<file path="config.mk">
export PLATFORM = sky130hd
export DESIGN_NAME = bss_top
export DESIGN_NICKNAME = d
export VERILOG_FILES = /design/src/rtl/bss_pkg.sv /design/src/rtl/bss_ptr.sv /design/src/rtl/bss_ctrl.sv /design/src/rtl/bss_issue.sv /design/src/rtl/bss_top.sv
export SDC_FILE = /design/constraint.sdc
export NUM_CORES = 1
export LEC_CHECK = 0
export BUFFER_PORTS_ARGS = -buffer_cell sky130_fd_sc_hd__buf_2
export CORE_ASPECT_RATIO = 1.75
export CORE_MARGIN = 2
export CORE_UTILIZATION = 42
export CTS_CLUSTER_DIAMETER = 80
export DETAILED_ROUTE_END_ITERATION = 7
export PLACE_DENSITY = 0.72
export SLEW_MARGIN = 40
export SYNTH_ARGS = -nofsm -noshare
export SYNTH_HDL_FRONTEND = slang
export SYNTH_SLANG_ARGS = --single-unit
</file>
<file path="constraint.sdc">
create_clock -name clk_i -period 3.19 [get_ports clk_i]
set_input_delay 0.1595 -clock clk_i [delete_from_list [all_inputs] [get_ports clk_i]]
set_output_delay 0.1595 -clock clk_i [all_outputs]
set_load 0.05 [all_outputs]
</file>
<file path="src/rtl/bss_pkg.sv">
package bss_pkg;
  typedef enum logic [1:0] {
    PH_IDLE = 2'd0,
    PH_RDX  = 2'd1,
    PH_RDY  = 2'd2,
    PH_WRZ  = 2'd3
  } phase_e;

  typedef enum logic [1:0] {
    SEL_X = 2'd0,
    SEL_Y = 2'd1,
    SEL_Z = 2'd2
  } sel_e;

  localparam int unsigned NUM_PTR = 3;
endpackage

</file>
<file path="src/rtl/bss_ptr.sv">
module bss_ptr #(
  parameter int unsigned W = 16
) (
  input  logic         clk_i,
  input  logic         rst_ni,
  input  logic         load_i,
  input  logic [W-1:0] base_i,
  input  logic         inc_i,
  output logic [W-1:0] q_o
);
  logic [W-1:0] q_q;

  always_ff @(posedge clk_i or negedge rst_ni) begin
    if (!rst_ni)     q_q <= '0;
    else if (load_i) q_q <= base_i;
    else if (inc_i)  q_q <= q_q + 1'b1;
  end

  assign q_o = q_q;

  // a step adds exactly one, wrapping
  a_r5_post_inc: assert property (@(posedge clk_i) disable iff (!rst_ni)
    (inc_i && !load_i) |=> (q_o == $past(q_o) + 1'b1));
  // the pointer holds without load or step
  a_r10_hold: assert property (@(posedge clk_i) disable iff (!rst_ni)
    (!inc_i && !load_i) |=> $stable(q_o));
endmodule

</file>
<file path="src/rtl/bss_ctrl.sv">
module bss_ctrl
  import bss_pkg::*;
#(
  parameter int unsigned CNT_W    = 5,
  parameter int unsigned MAX_BITS = 16
) (
  input  logic             clk_i,
  input  logic             rst_ni,
  input  logic             start_i,
  input  logic [CNT_W-1:0] nbits_i,
  output phase_e           phase_o,
  output logic             load_o,
  output logic             inc_x_o,
  output logic             inc_y_o,
  output logic             inc_z_o,
  output logic             first_bit_o,
  output logic             busy_o,
  output logic             done_o
);
  phase_e           phase_q;
  logic             busy_q, done_q;
  logic [CNT_W-1:0] bit_q, n_q;
  logic             accept, last_bit;

  assign accept   = start_i && !busy_q && (nbits_i != '0) &&
                    (nbits_i <= CNT_W'(MAX_BITS));
  assign last_bit = (bit_q == n_q - 1'b1);

  always_ff @(posedge clk_i or negedge rst_ni) begin
    if (!rst_ni) begin
      phase_q <= PH_IDLE;
      busy_q  <= 1'b0;
      done_q  <= 1'b0;
      bit_q   <= '0;
      n_q     <= '0;
    end else begin
      done_q <= 1'b0;
      if (accept) begin
        phase_q <= PH_RDX;
        busy_q  <= 1'b1;
        bit_q   <= '0;
        n_q     <= nbits_i;
      end else if (busy_q) begin
        unique case (phase_q)
          PH_RDX: phase_q <= PH_RDY;
          PH_RDY: phase_q <= PH_WRZ;
          PH_WRZ: begin
            if (last_bit) begin
              phase_q <= PH_IDLE;
              busy_q  <= 1'b0;
              done_q  <= 1'b1;
            end else begin
              phase_q <= PH_RDX;
              bit_q   <= bit_q + 1'b1;
            end
          end
          default: phase_q <= PH_IDLE;
        endcase
      end
    end
  end

  assign phase_o     = phase_q;
  assign load_o      = accept;
  assign inc_x_o     = busy_q && (phase_q == PH_RDX);
  assign inc_y_o     = busy_q && (phase_q == PH_RDY);
  assign inc_z_o     = busy_q && (phase_q == PH_WRZ);
  assign first_bit_o = busy_q && (phase_q == PH_RDX) && (bit_q == '0);
  assign busy_o      = busy_q;
  assign done_o      = done_q;

  // read X is followed by read Y, read Y by write Z
  a_r3_rdx_then_rdy: assert property (@(posedge clk_i) disable iff (!rst_ni)
    (busy_q && phase_q == PH_RDX) |=> (busy_q && phase_q == PH_RDY));
  a_r3_rdy_then_wrz: assert property (@(posedge clk_i) disable iff (!rst_ni)
    (busy_q && phase_q == PH_RDY) |=> (busy_q && phase_q == PH_WRZ));
  // done follows the fall of busy, for one cycle
  a_r6_done_after_busy: assert property (@(posedge clk_i) disable iff (!rst_ni)
    $fell(busy_q) |-> done_q);
  a_r6_done_single: assert property (@(posedge clk_i) disable iff (!rst_ni)
    done_q |=> !done_q);
  // the width is not reloaded while busy
  a_r8_no_reload: assert property (@(posedge clk_i) disable iff (!rst_ni)
    (busy_q && !(phase_q == PH_WRZ && last_bit)) |=> $stable(n_q));
endmodule

</file>
<file path="src/rtl/bss_issue.sv">
module bss_issue
  import bss_pkg::*;
#(
  parameter int unsigned ADDR_W = 16,
  parameter int unsigned MEM_AW = 10
) (
  input  logic              clk_i,
  input  logic              rst_ni,
  input  phase_e            phase_i,
  input  logic              busy_i,
  input  logic              first_bit_i,
  input  logic [ADDR_W-1:0] x_i,
  input  logic [ADDR_W-1:0] y_i,
  input  logic [ADDR_W-1:0] z_i,
  output logic [MEM_AW-1:0] mem_addr_o,
  output logic              mem_we_o,
  output logic [1:0]        src_sel_o,
  output logic [1:0]        pe_op_o,
  output logic              clr_carry_o
);
  sel_e              sel;
  logic [ADDR_W-1:0] ptr;

  always_comb begin
    sel = SEL_X;
    ptr = '0;
    if (busy_i) begin
      unique case (phase_i)
        PH_RDY:  begin sel = SEL_Y; ptr = y_i; end
        PH_WRZ:  begin sel = SEL_Z; ptr = z_i; end
        default: begin sel = SEL_X; ptr = x_i; end
      endcase
    end
  end

  assign mem_addr_o  = ptr[MEM_AW-1:0];
  assign mem_we_o    = busy_i && (phase_i == PH_WRZ);
  assign src_sel_o   = sel;
  assign pe_op_o     = busy_i ? phase_i : PH_IDLE;
  assign clr_carry_o = first_bit_i;

  // writes always go to Z
  a_r4_write_at_z: assert property (@(posedge clk_i) disable iff (!rst_ni)
    mem_we_o |-> (mem_addr_o == z_i[MEM_AW-1:0]));
  // clear-carry only with a read of X
  a_r7_clr_on_rdx: assert property (@(posedge clk_i) disable iff (!rst_ni)
    clr_carry_o |-> (busy_i && phase_i == PH_RDX));
endmodule

</file>
<file path="src/rtl/bss_top.sv">
module bss_top
  import bss_pkg::*;
#(
  parameter int unsigned ADDR_W   = 16,
  parameter int unsigned MEM_AW   = 10,
  parameter int unsigned MAX_BITS = 16,
  localparam int unsigned CNT_W   = $clog2(MAX_BITS + 1)
) (
  input  logic              clk_i,
  input  logic              rst_ni,
  input  logic              start_i,
  input  logic [ADDR_W-1:0] x_base_i,
  input  logic [ADDR_W-1:0] y_base_i,
  input  logic [ADDR_W-1:0] z_base_i,
  input  logic [CNT_W-1:0]  nbits_i,
  output logic              busy_o,
  output logic              done_o,
  output logic [MEM_AW-1:0] mem_addr_o,
  output logic              mem_we_o,
  output logic [1:0]        src_sel_o,
  output logic [1:0]        pe_op_o,
  output logic              clr_carry_o,
  output logic [ADDR_W-1:0] x_o,
  output logic [ADDR_W-1:0] y_o,
  output logic [ADDR_W-1:0] z_o
);
  phase_e            phase;
  logic              load, first_bit, busy;
  logic [NUM_PTR-1:0] inc;
  logic [ADDR_W-1:0] base [NUM_PTR];
  logic [ADDR_W-1:0] ptr  [NUM_PTR];

  assign base[0] = x_base_i;
  assign base[1] = y_base_i;
  assign base[2] = z_base_i;

  bss_ctrl #(.CNT_W(CNT_W), .MAX_BITS(MAX_BITS)) u_ctrl (
    .clk_i, .rst_ni, .start_i, .nbits_i,
    .phase_o(phase), .load_o(load),
    .inc_x_o(inc[0]), .inc_y_o(inc[1]), .inc_z_o(inc[2]),
    .first_bit_o(first_bit), .busy_o(busy), .done_o
  );

  for (genvar i = 0; i < NUM_PTR; i++) begin : g_ptr
    bss_ptr #(.W(ADDR_W)) u_ptr (
      .clk_i, .rst_ni, .load_i(load), .base_i(base[i]),
      .inc_i(inc[i]), .q_o(ptr[i])
    );
  end

  bss_issue #(.ADDR_W(ADDR_W), .MEM_AW(MEM_AW)) u_issue (
    .clk_i, .rst_ni, .phase_i(phase), .busy_i(busy), .first_bit_i(first_bit),
    .x_i(ptr[0]), .y_i(ptr[1]), .z_i(ptr[2]),
    .mem_addr_o, .mem_we_o, .src_sel_o, .pe_op_o, .clr_carry_o
  );

  assign busy_o = busy;
  assign x_o    = ptr[0];
  assign y_o    = ptr[1];
  assign z_o    = ptr[2];

  // accepted start shows the bases next cycle
  a_r2_load: assert property (@(posedge clk_i) disable iff (!rst_ni)
    load |=> (busy_o && x_o == $past(x_base_i) && z_o == $past(z_base_i)));
endmodule

</file>
==> results.yml <==
clocking:
  cts_tree: "built"
  htree_num_levels: 3
  clock_sinks: 62
  clk_latency_ns: 0.32
  cts_inserted_buffers: 9
  cts_max_path_buffers: 2
  cts.root.buffer_cell: "sky130_fd_sc_hd__clkbuf_16"
  post_cts_resized: 0
  clkSlewWorstSetupHoldPaths_ns: 0.05
  ctsHoldBuffers: 1
  cts_post_setup_buffers_inserted: 0
yosys:
  synthFlopType: "sky130_fd_sc_hd__dfrtp_1"
  mappedNetlistNets: 470
  synth_enable_flop_cells: 0
  synth.avg_cell_area_um2: 9.14
  synthCells: 404
  async_flop_share: 1.00
  yosys_warnings: 0
  synthesis.area_mm2: 0.00369
  post_synthesis_sequential_element_count: 62
  synth_sequential_area_ratio: 0.420
  synth.lib_cells_used.distinct: 43
timing:
  clock-skew-final_ns: 0.00415
  worst_slack_ns: 0.593
  hold_violations: 0
  worst_pin_slew_ns: 0.729
  slew-limit-headroom: 0.513
  max_freq_mhz: 385
  fin_crit_sh: 0.814
  timing.setup.tns_ns: 0
  final-setup-viol-count: 0
  timing_max_transition_violations_final: 0
  grt_setup_unrepaired: "no"
  period_needed_ns: 2.60
critical_path:
  slowest_stage_delay_cp_ns: 0.64
  setup.worst_path.start_class: "flop"
  critPathSlowestCell: "sky130_fd_sc_hd__nor2_1"
  crit_path_cell_trace: "inv_1, ha_1, nor2_1, nand2_1, a21boi_0, buf_2"
  required_ns: 3.03
  cp_data_arrival_time_ns: 2.44
  timing.setup.critical_path_class: "reg -> out"
  worst_setup_path_end_kind: "primary output"
  timing.critical_path.fanout_max: 16
final_layout:
  final.fill_count: 819
  final_common_cell: "sky130_fd_sc_hd__buf_2"
  final_layout_size_suffix_gt1_frac: 0.293
  layout_common_cells: "120 x sky130_fd_sc_hd__buf_2, 64 x sky130_fd_sc_hd__nor2_1, 62 x sky130_fd_sc_hd__dfrtp_1"
  antenna-diode-count: 0
  areaGrowthSynthToFinish_pct: 25.6
  net_count_reported_at_finish: 587
floorplanning:
  fp.dieH_um: 128
  floorplan.rows: 45
  pin_count: 122
  start_util: 0.429
  placeable_core_region_mm2: 0.00861
  die_area_mm2: 0.00959
  chipWidth_um: 74.9
routing:
  route.antenna.remaining_nets: 0
  post_drt_wl_per_cell_um: 15.3
  detailedRoute.firstPassIterationCount: 4
  vias_per_cell: 5.19
  dr.first_iter.drc_count: 105
  wl_mm: 9.81
  post-route-drc-count: 0
  vias: 3333
global_route:
  grt_start_max_net_pins: 75
  antenna_found_initial: 0
  grt_first_pass_wirelength_mm: 15.7
  gr-total-overflow: 0
  grt.total_usage: 0.214
  vias_in_the_first_global_route: 3353
placement:
  hpwl_mm: 7.51
  port_buffer_count: 121
  placement.setup.worst_slack_ns: 0.958
  globalplace.congestion: 0.857
status:
  run_status: "finished clean"
worst_hold_path:
  path_type_of_the_worst_min_delay_path: "in -> reg"
run:
  max-cap-violations: 0
metal layers:
metal / vias to the layer above / GRT usage / part of all wire
li1: 1624 / - / -
met3: 28 / 0.0511 / 0.052
met1: 1565 / 0.236 / 0.39
met2: 116 / 0.366 / 0.52
met5: - / 0 / 0
met4: 0 / 0.114 / 0.040
sequential cells by signal (all words and copies together), names as in the netlist:
name	flops
u_ctrl.busy_o	1
u_ctrl.n_q	5
u_ctrl.done_o	1
u_ctrl.phase_o	2
g_ptr.u_ptr.q_o	48
u_ctrl.bit_q	5
metrics by stage:
stage	cell area, um^2	std cells	utilization	hold slack (ns)
after global placement	4360	626	0.506	0.387
final	4640	642	0.538	0.0855
after CTS	4640	642	0.538	0.0750
after floorplan	3690	404	-	-0.136
after detailed placement	4360	626	0.506	0.207
after global routing	4640	642	0.538	0.0865
worst max-delay path: cells and delay by family (launching register included):
| kind | cells | cell delay (ns) |
|---|---|---|
| simple gates | 2 | 0.77 |
| fa+ha+maj | 1 | 0.37 |
| compound gates | 1 | 0.21 |
| buf+inv | 2 | 0.37 |
| flops | 1 | 0.40 |
cell families after synthesis:
kind of cell / synth area share
AOI/OAI and AO/OA: 0.127
xor gates and xnor gates: 0.130
DFF: 0.420
buffers and inverters: 0.0508
and+or+nand+nor: 0.215
muxes: 0.0234
adders and majority gates: 0.0339
area by class of cell:
type                    count  area, um^2  share of cell area
multi-input cells         307        1950               0.421
flip-flops and latches     62        1550               0.335
repair buffers            126         661               0.142
clock buffers              14         264              0.0569
well taps                 117         146              0.0316
inverters                  15        57.6              0.0124
clock inverters             1        5.00             0.00108
final timing paths:
check                           cells past startpoint  slack (ns)                endpoint               from
worst min register to register                      1        0.53           u_ctrl.n_q[4]      u_ctrl.n_q[4]
worst max-delay path                                6        0.59           mem_addr_o[3]  u_ctrl.phase_o[0]
worst min-delay path                                3        0.09   g_ptr[2].u_ptr.q_o[7]        z_base_i[7]
min in group asynchronous                           2        0.39           u_ctrl.n_q[2]             rst_ni
worst max register to register                      7        1.07  g_ptr[2].u_ptr.q_o[15]  u_ctrl.phase_o[1]
max in group asynchronous                           3        2.10   g_ptr[1].u_ptr.q_o[6]             rst_ni
cell usage after synthesis, drive strengths merged (3+ instances only):
cell type,number,area [um^2]
nand4,12,111
ha,10,125
a21boi,10,75.1
nand2,32,130
and3,3,18.8
xnor2,33,289
clkbuf,5,20.0
buf,15,110
nor2,64,240
xor2,19,166
nor4,6,56.3
a21oi,47,235
o31ai,3,22.5
dfrtp,62,1550
o211ai,3,22.5
a22oi,11,82.6
inv,14,52.6
o21ai,3,15.0
mux2i,3,30.0
mux2,5,56.3
and4,3,28.8
and2,4,25.0
nor3,10,50.1
nand3,18,95.1
Power is left out: the tool's default activity adds up to more than one toggle a clock period on the data nets, which glitch-free logic cannot reach.
